**src/rtl/stx_pkg.sv**
```systemverilog
package stx_pkg;

  typedef enum logic [1:0] {
    ST_IDLE = 2'd0,
    ST_SEND = 2'd1,
    ST_ACK  = 2'd2
  } stx_state_e;

  // total number of bit slots in one frame
  function automatic int frame_slots(input int data_w, input int stop_bits);
    return 1 + data_w + stop_bits;
  endfunction

  // width of a counter able to hold values 0 .. n-1 (at least 1 bit)
  function automatic int cnt_width(input int n);
    return (n > 1) ? $clog2(n) : 1;
  endfunction

endpackage

```
**src/rtl/stx_bit_timer.sv**
```systemverilog
module stx_bit_timer #(
  parameter int OVERSAMPLE = 8
) (
  input  logic clk,
  input  logic clr,
  input  logic restart,
  input  logic run,
  output logic bit_end
);
  import stx_pkg::*;

  localparam int TICK_W = cnt_width(OVERSAMPLE);
  localparam logic [TICK_W-1:0] TICK_LAST = TICK_W'(OVERSAMPLE - 1);

  logic [TICK_W-1:0] tick_q;

  always_ff @(posedge clk) begin
    if (clr || restart) begin
      tick_q <= '0;
    end else if (run) begin
      if (tick_q == TICK_LAST) tick_q <= '0;
      else                     tick_q <= tick_q + 1'b1;
    end
  end

  assign bit_end = run && (tick_q == TICK_LAST);

endmodule

```
**src/rtl/stx_shifter.sv**
```systemverilog
module stx_shifter #(
  parameter int DATA_W    = 8,
  parameter int STOP_BITS = 2
) (
  input  logic              clk,
  input  logic              clr,
  input  logic              load,
  input  logic              shift,
  input  logic [DATA_W-1:0] data,
  output logic              line
);
  import stx_pkg::*;

  localparam int SLOTS = frame_slots(DATA_W, STOP_BITS);

  logic [SLOTS-1:0] frame_q;
  logic [SLOTS-1:0] frame_init;

  // slot 0 is the start bit, then data from bit 0 upward, then stop bits
  always_comb begin
    frame_init = '1;
    frame_init[0] = 1'b0;
    for (int i = 0; i < DATA_W; i++) begin
      frame_init[1 + i] = data[i];
    end
  end

  always_ff @(posedge clk) begin
    if (clr)        frame_q <= '1;
    else if (load)  frame_q <= frame_init;
    else if (shift) frame_q <= {1'b1, frame_q[SLOTS-1:1]};
  end

  assign line = frame_q[0];

endmodule

```
**src/rtl/stx_ctrl.sv**
```systemverilog
module stx_ctrl #(
  parameter int DATA_W    = 8,
  parameter int STOP_BITS = 2
) (
  input  logic clk,
  input  logic clr,
  input  logic req,
  input  logic bit_end,
  output logic start_evt,
  output logic busy,
  output logic frame_done,
  output logic ack
);
  import stx_pkg::*;

  localparam int SLOTS = frame_slots(DATA_W, STOP_BITS);
  localparam int IDX_W = cnt_width(SLOTS);
  localparam logic [IDX_W-1:0] IDX_LAST = IDX_W'(SLOTS - 1);

  stx_state_e        state_q, state_d;
  logic              req_prev_q;
  logic [IDX_W-1:0]  slot_q;

  assign start_evt  = (state_q == ST_IDLE) && req && !req_prev_q;
  assign busy       = (state_q == ST_SEND);
  assign frame_done = busy && bit_end && (slot_q == IDX_LAST);
  assign ack        = (state_q == ST_ACK);

  always_comb begin
    state_d = state_q;
    case (state_q)
      ST_IDLE: if (start_evt)  state_d = ST_SEND;
      ST_SEND: if (frame_done) state_d = ST_ACK;
      ST_ACK:  if (!req)       state_d = ST_IDLE;
      default:                 state_d = ST_IDLE;
    endcase
  end

  always_ff @(posedge clk) begin
    if (clr) begin
      state_q    <= ST_IDLE;
      req_prev_q <= 1'b1;
      slot_q     <= '0;
    end else begin
      state_q    <= state_d;
      req_prev_q <= req;
      if (start_evt)                slot_q <= '0;
      else if (busy && bit_end)     slot_q <= slot_q + 1'b1;
    end
  end

endmodule

```
**src/rtl/serial_tx_hs.sv**
```systemverilog
module serial_tx_hs #(
  parameter int DATA_W     = 8,
  parameter int OVERSAMPLE = 8,
  parameter int STOP_BITS  = 2
) (
  input  logic              clk,
  input  logic              clr,
  input  logic              req,
  input  logic [DATA_W-1:0] din,
  output logic              ack,
  output logic              txd
);

  // internal events brought out as named wires
  logic start_evt;
  logic busy;
  logic bit_end;
  logic frame_done;

  stx_ctrl #(
    .DATA_W    (DATA_W),
    .STOP_BITS (STOP_BITS)
  ) i_ctrl (
    .clk        (clk),
    .clr        (clr),
    .req        (req),
    .bit_end    (bit_end),
    .start_evt  (start_evt),
    .busy       (busy),
    .frame_done (frame_done),
    .ack        (ack)
  );

  stx_bit_timer #(
    .OVERSAMPLE (OVERSAMPLE)
  ) i_timer (
    .clk     (clk),
    .clr     (clr),
    .restart (start_evt),
    .run     (busy),
    .bit_end (bit_end)
  );

  stx_shifter #(
    .DATA_W    (DATA_W),
    .STOP_BITS (STOP_BITS)
  ) i_shift (
    .clk   (clk),
    .clr   (clr),
    .load  (start_evt),
    .shift (bit_end),
    .data  (din),
    .line  (txd)
  );

endmodule

```
**config.mk**
```make
export PLATFORM = sky130hd
export DESIGN_NAME = serial_tx_hs
export DESIGN_NICKNAME = d
export VERILOG_FILES = /design/src/rtl/stx_pkg.sv /design/src/rtl/stx_bit_timer.sv /design/src/rtl/stx_shifter.sv /design/src/rtl/stx_ctrl.sv /design/src/rtl/serial_tx_hs.sv
export SDC_FILE = /design/constraint.sdc
export NUM_CORES = 1
export LEC_CHECK = 0
export ABC_CLOCK_PERIOD_IN_PS = 3900
export BUFFER_PORTS_ARGS = -buffer_cell sky130_fd_sc_hd__buf_2
export CAP_MARGIN = 20
export CORE_AREA = 2 2 59 61
export CTS_BUF_LIST = sky130_fd_sc_hd__clkbuf_4 sky130_fd_sc_hd__clkbuf_8 sky130_fd_sc_hd__clkbuf_16
export DETAILED_ROUTE_END_ITERATION = 16
export DIE_AREA = 0 0 61 63
export MAX_ROUTING_LAYER = met4
export SETUP_SLACK_MARGIN = 0.15
export SLEW_MARGIN = 20
export SYNTH_ARGS = -nofsm -noshare
export SYNTH_HDL_FRONTEND = slang
export SYNTH_SLANG_ARGS = --single-unit
export TNS_END_PERCENT = 30
```
**constraint.sdc**
```tcl
create_clock -name clk -period 3.9 [get_ports clk]
set_input_delay 0.39 -clock clk [delete_from_list [all_inputs] [get_ports clk]]
set_output_delay 0.39 -clock clk [all_outputs]
set_load 0.05 [all_outputs]
```
==> results of run 1 <==
cell families after synthesis:
logic type	after synthesis
AND/OR/NAND/NOR	41
AO/OA/AOI/OAI	22
flip-flops	19
buffers and inverters	9
adder cells (fa/ha/maj)	4
multiplexers	2
where the power goes:
group	switching, µW	total [µW]	leakage, µW	internal (µW)
clock	62.1	100	0.0000177	38.3
combinational	17.1	30.7	0.000225	13.6
sequential	4.33	204	0.000155	200
through the flow:
step	power, µW	worst slack [ns]	hold slack, ns
detailed placement	240	2.11	0.442
floorplan	231	2.39	0.429
global placement	238	2.25	0.436
global route	352	1.90	0.311
finish	335	2.10	0.304
CTS	340	2.07	0.301
state kept, by name (all words and copies together), names as in the netlist:
signal / cells
i_ctrl.state_q: 2
i_ctrl.req_prev_q: 1
i_ctrl.slot_q: 4
i_shift.frame_q: 9
i_timer.tick_q: 3
layout make-up:
class,instances,area [µm²]
fillers,365,2220
repair buffers,12,60.1
well taps,46,57.6
inverters,3,11.3
clock inverters,1,5.00
flip-flops and latches,19,380
multi-input cells,69,477
clock buffers,3,22.5
worst min-delay path, delay by kind of cell:
| kind | cells | cell delay [ns] |
|---|---|---|
| AO/OA/AOI/OAI | 1 | 0.06 |
| buffers and inverters | 1 | 0.08 |
| AND/OR/NAND/NOR | 1 | 0.06 |
synth_stat cells:
cell      instances
nand3b_1          2
or2_2             1
a221oi_1          7
clkbuf_1          1
nand2_1           8
nor3_1            2
a211oi_1          1
and2b_2           1
or3_1             2
inv_1             3
ha_1              4
o21ai_1           5
dfxtp_1          19
or4b_4            1
nand2b_1          1
a21oi_1           7
nor3b_1           1
and3b_2           1
nor2b_1           1
nor2_1            4
o21ai_0           2
buf_2             3
nand4b_1          2
and2_1            3
nor2_2            3
nor4b_2           1
mux2i_1           2
nand2_8           1
buf_6             2
nor2_4            1
nand3_1           5
cells in the final DEF, fill, tap and decap left out, drive strengths merged:
cell type,synthesis,layout
and2,3,3
and3b,1,1
or2,1,1
a221oi,7,7
inv,3,3
or4b,1,1
nor3,2,2
mux2i,2,2
nor3b,1,1
a211oi,1,1
nand4b,2,2
nand2,9,9
dfxtp,19,19
and2b,1,1
buf,5,12
a21oi,7,7
or3,2,2
nand3,5,5
nand2b,1,1
nor2,8,8
nand3b,2,2
clkinv,0,1
o21ai,7,7
nor4b,1,1
nor2b,1,1
clkbuf,1,3
ha,4,4
metal layers:
| layer | up-vias | part of all wire (%) | wire length [µm] |
|---|---|---|---|
| met5 | - | 0 | 0 |
| met4 | 0 | 2.9 | 50 |
| met3 | 5 | 1.3 | 23 |
| met2 | 10 | 48 | 839 |
| met1 | 340 | 47 | 823 |
| li1 | 367 | - | - |
worst paths after layout:
check        depth (start not counted)  slack [ns]               start            endpoint
max                                  5        2.10   i_timer.tick_q[0]    i_ctrl.slot_q[3]
min                                  3        0.30              din[4]  i_shift.frame_q[5]
max reg2reg                          5        2.10   i_timer.tick_q[0]    i_ctrl.slot_q[3]
min reg2reg                          2        0.46  i_shift.frame_q[0]  i_shift.frame_q[0]
==> flow_summary.json, run 1 <==
{
  "ctsLongestPathBuffers": 2,
  "drc": 0,
  "worstMarginPinSlew_ns": 0.708,
  "crit_chain": "ha_1, ha_1, nand3b_1, or3_1, a21oi_1",
  "ant_nets": 0,
  "num_vias": 722,
  "cts_inserted_buffers": 3,
  "first_pass_iters": 4,
  "startpoint_type": "register",
  "drive_above_1_share_pct": 24.3,
  "syn_nets": 112,
  "cap_viol_max_count": 0,
  "cpPeakStageDelay_ns": 0.44,
  "htree_levels": 1,
  "setup_tns_ns": 0,
  "synth_cell_types": 31,
  "yosysSeqAreaShare_pct": 41.8,
  "synth_top_area_share_pct": 41.8,
  "grt_pass1_wl_um": 3040,
  "cp.arrival_ns": 2.04,
  "grt_max_degree": 13,
  "drv_slew": 0,
  "die_w_um": 61,
  "hold_path.class": "input port to register",
  "required_ns": 4.14,
  "drt_iter0_drc": 28,
  "io_pins": 13,
  "worstPathMaxFanout": 12,
  "clock-sinks": 19,
  "num_rows": 21,
  "die_y_um": 63,
  "globalplace.congestion": 0.759,
  "path_clk_slew_ns": 0.11,
  "rsz0062_at_grt": "no",
  "skew_ns": 0.00218,
  "critPathTopFamily": "simple AND/OR/NAND/NOR gates",
  "post_cts_resized": 0,
  "antenna_found_initial": 0,
  "cts_hold_buf": 0,
  "synth_area_leaders": "dfxtp_1, a221oi_1, ha_1, a21oi_1, nand2_1",
  "port_buffers": 12,
  "grt_util_met1_pct": 12.9,
  "postPlaceCellArea_um2": 986,
  "die-area_um2": 3840,
  "synth-seq-cells": 19,
  "post-dp-hpwl_um": 1320,
  "cts_tree": "yes",
  "insertedDiodeCount": 0,
  "worstSetupPathType": "register to register",
  "utilization_pct": 31.4,
  "grt_pass1_vias": 712,
  "layout.cells.non_filler": 153,
  "cpMaxStageDelayCell": "or3_1",
  "timing.final.crit_share_pct": 46.1,
  "grtUsageMet3_pct": 1.24,
  "place_inst": 149,
  "finalHoldViolations": 0,
  "path_buf_inv": 0,
  "viasPerCell": 4.72,
  "syn_to_final_growth_pct": 11.4,
  "clk_latency_ns": 0.30,
  "outcome": "finished, final reports clean",
  "setup_viol": 0,
  "core_um2": 3230,
  "netlist_area_um2": 910,
  "peakVddDrop_mv": 0.0715,
  "routedWlPerCell_um": 11.3,
  "routed_wl_um": 1740,
  "use_met2_pct": 16.5,
  "fmax_mhz": 557,
  "post_cts_buffers": 0,
  "yosysWarnings": 0,
  "synth.avg_cell_area_um2": 9.38,
  "yosysTopAreaCell": "dfxtp_1",
  "critPathCaptureType": "register",
  "syn_inst": 97,
  "power_density_nw_per_um2": 331,
  "grt.total_usage_pct": 10.6,
  "p_leak_uw": 0.000397,
  "synth_fa_ha_area_share_pct": 5.50,
  "synth-compound-area-share_pct": 15.3,
  "muxShareOfSynthArea_pct": 2.20,
  "ctsRootBufferMaster": "clkbuf_4",
  "finalInstanceArea_um2": 1010,
  "gr-total-overflow": 0,
  "num-nets-final": 123,
  "max-slew-margin-rel_pct": 52.7,
  "synth_top_family_by_area": "simple AND/OR/NAND/NOR gates",
  "crit_top_cell": "ha_1",
  "start_util_pct": 28.1,
  "busiest_layer": "met2",
  "period_needed_ns": 1.80,
  "synth_simple_gate_area_share_pct": 29.4,
  "synth_xor_area_share_pct": 0
}
Power figures use the tool's default switching activity.
==> inputs of run 2 (changes only) <==
--- a/config.mk
+++ b/config.mk
@@ -5,7 +5,7 @@
 export SDC_FILE = /design/constraint.sdc
 export NUM_CORES = 1
 export LEC_CHECK = 0
-export ABC_CLOCK_PERIOD_IN_PS = 3900
+export ABC_CLOCK_PERIOD_IN_PS = 1700
 export BUFFER_PORTS_ARGS = -buffer_cell sky130_fd_sc_hd__buf_2
 export CAP_MARGIN = 20
 export CORE_AREA = 2 2 59 61
==> constraint.sdc (replaced) <==
create_clock -name clk -period 1.7 [get_ports clk]
set_input_delay 0.17 -clock clk [delete_from_list [all_inputs] [get_ports clk]]
set_output_delay 0.17 -clock clk [all_outputs]
set_load 0.05 [all_outputs]
==> run 2 against run 1 <==
Fmax increased by 21%. Global-route usage about the same. Worst setup slack got worse by 1.9 ns. Highest routed layer unchanged. Clock-buffer cell count increased by 1. Non-clock buffer count increased by 6. Clock power increased by 150%. Critical endpoint is now i_shift.frame_q[4]. First-iteration DRC count increased by 14%. Cell count increased by 4.6%. Sequential cell count unchanged. Die area unchanged. Sequential share of layout area decreased by 2.9 points. Worst hold slack got worse by 0.22 ns.
==> flow_summary.json, run 2 (synthesized netlist as in run 1, its figures left out) <==
{
  "grt_pass1_wl_um": 3070,
  "path_clk_slew_ns": 0.11,
  "start_util_pct": 28.1,
  "utilization_pct": 34.2,
  "ctsLongestPathBuffers": 2,
  "max-slew-margin-rel_pct": 79.9,
  "peakVddDrop_mv": 0.161,
  "worstSetupPathType": "register to register",
  "use_met2_pct": 17.1,
  "total_power_uw": 791,
  "worstMarginPinSlew_ns": 0.301,
  "period_needed_ns": 1.49,
  "setup_viol": 0,
  "gr-total-overflow": 0,
  "die_y_um": 63,
  "htree_levels": 1,
  "die-area_um2": 3840,
  "clock-sinks": 19,
  "multi_input_area_um2": 518,
  "antenna_found_initial": 0,
  "num_vias": 759,
  "startpoint_type": "register",
  "outcome": "finished, final reports clean",
  "ctsRootBufferMaster": "clkbuf_4",
  "regMostFlops": "i_shift.frame_q",
  "core_um2": 3230,
  "fmax_mhz": 673,
  "timing.final.crit_share_pct": 87.4,
  "register_area_um2": 383,
  "layout.cells.non_filler": 160,
  "finalHoldViolations": 0,
  "drive_above_1_share_pct": 34.2,
  "grt_max_degree": 12,
  "power_density_nw_per_um2": 716,
  "grtUsageMet3_pct": 1.24,
  "rsz0062_at_grt": "yes",
  "busiest_layer": "met2",
  "crit_chain": "ha_2, ha_4, nand3b_1, buf_4, a221oi_2, o21ai_1",
  "drt_iter0_drc": 32,
  "routedWlPerCell_um": 11.5,
  "setup_tns_ns": 0,
  "skew_ns": 0.00252,
  "viasPerCell": 4.74,
  "clk_latency_ns": 0.29,
  "place_inst": 153,
  "cts_tree": "yes",
  "cpMaxStageDelayCell": "dfxtp_2",
  "worstPathMaxFanout": 6,
  "ant_nets": 0,
  "syn_to_final_growth_pct": 21.5,
  "die_w_um": 61,
  "cpPeakStageDelay_ns": 0.36,
  "grt_util_met1_pct": 12.6,
  "drc": 0,
  "fill_cells": 340,
  "io_pins": 13,
  "largestRegisters": "i_shift.frame_q: 9 flops, i_ctrl.slot_q: 4 flops, i_timer.tick_q: 3 flops",
  "final_cell_mix": "dfxtp_1, buf_2, nand2_1",
  "hold_path.class": "input port to register",
  "post-dp-hpwl_um": 1270,
  "final_common_cell": "dfxtp_1",
  "critPathCaptureType": "register",
  "required_ns": 1.88,
  "num-nets-final": 130,
  "drv_slew": 0,
  "first_pass_iters": 4,
  "cap_viol_max_count": 0,
  "grt.total_usage_pct": 10.5,
  "cp.arrival_ns": 1.67,
  "grt_pass1_vias": 730,
  "largest_reg_flops": 9,
  "whs_ns": 0.0890,
  "insertedDiodeCount": 0,
  "cts_inserted_buffers": 3,
  "num_rows": 21,
  "routed_wl_um": 1840,
  "port_buffers": 12,
  "globalplace.congestion": 0.737,
  "p_leak_uw": 0.000419
}
==> run 2: worst max-delay path: cells and delay by family, from the launching register on <==
kind,cells,cell delay (ns)
simple gates,1,0.10
fa+ha+maj,2,0.35
compound gates,2,0.38
flops,1,0.36
buf+inv,1,0.18
==> run 2: final cells by class <==
cell class,count,share of cell area [%]
Sequential cell,19,34.7
Timing Repair Buffer,18,9.51
Multi-Input combinational cell,70,46.9
Inverter,3,1.02
Clock buffer,4,2.72
Tap cell,46,5.21
==> run 2: timing repair <==
| action | 4_1_cts | 5_1_grt |
|---|---|---|
| resized for setup | 1 | 7 |
| setup endpoints to repair | 9 | 10 |
| buffers inserted | 0 | 2 |
| pin swaps | 0 | 2 |
| cloned | 1 | 0 |
| hold buffers | 0 | 0 |
==> run 2: worst paths after layout <==
kind	startpoint	end	slack [ns]	cells after the start
setup / recovery	i_timer.tick_q[0]	i_shift.frame_q[4]	0.21	6
setup reg to reg	i_timer.tick_q[0]	i_shift.frame_q[4]	0.21	6
hold reg to reg	i_shift.frame_q[0]	i_shift.frame_q[0]	0.45	2
hold / removal	din[1]	i_shift.frame_q[2]	0.09	3
==> run 2: through the flow <==
stage          area (µm²)  setup slack [ns]
3_3_place_gp         1020             0.160
3_5_place_dp         1020            0.0476
6_report             1100             0.213
2_1_floorplan         910             0.189
4_1_cts              1060             0.152
5_1_grt              1100             0.113
==> run 2: metal layers <==
metal	wire, µm	up-vias
met3	41	2
met4	14	0
met5	0	-
li1	-	382
met2	986	14
met1	794	361
==> run 2: power breakdown <==
group | leakage [µW] | internal [µW] | switching, µW
registers | 0.000156 | 459 | 10.1
logic | 0.000245 | 35.1 | 41.9
clock network | 0.0000184 | 107 | 138
total | 0.000419 | 601 | 190
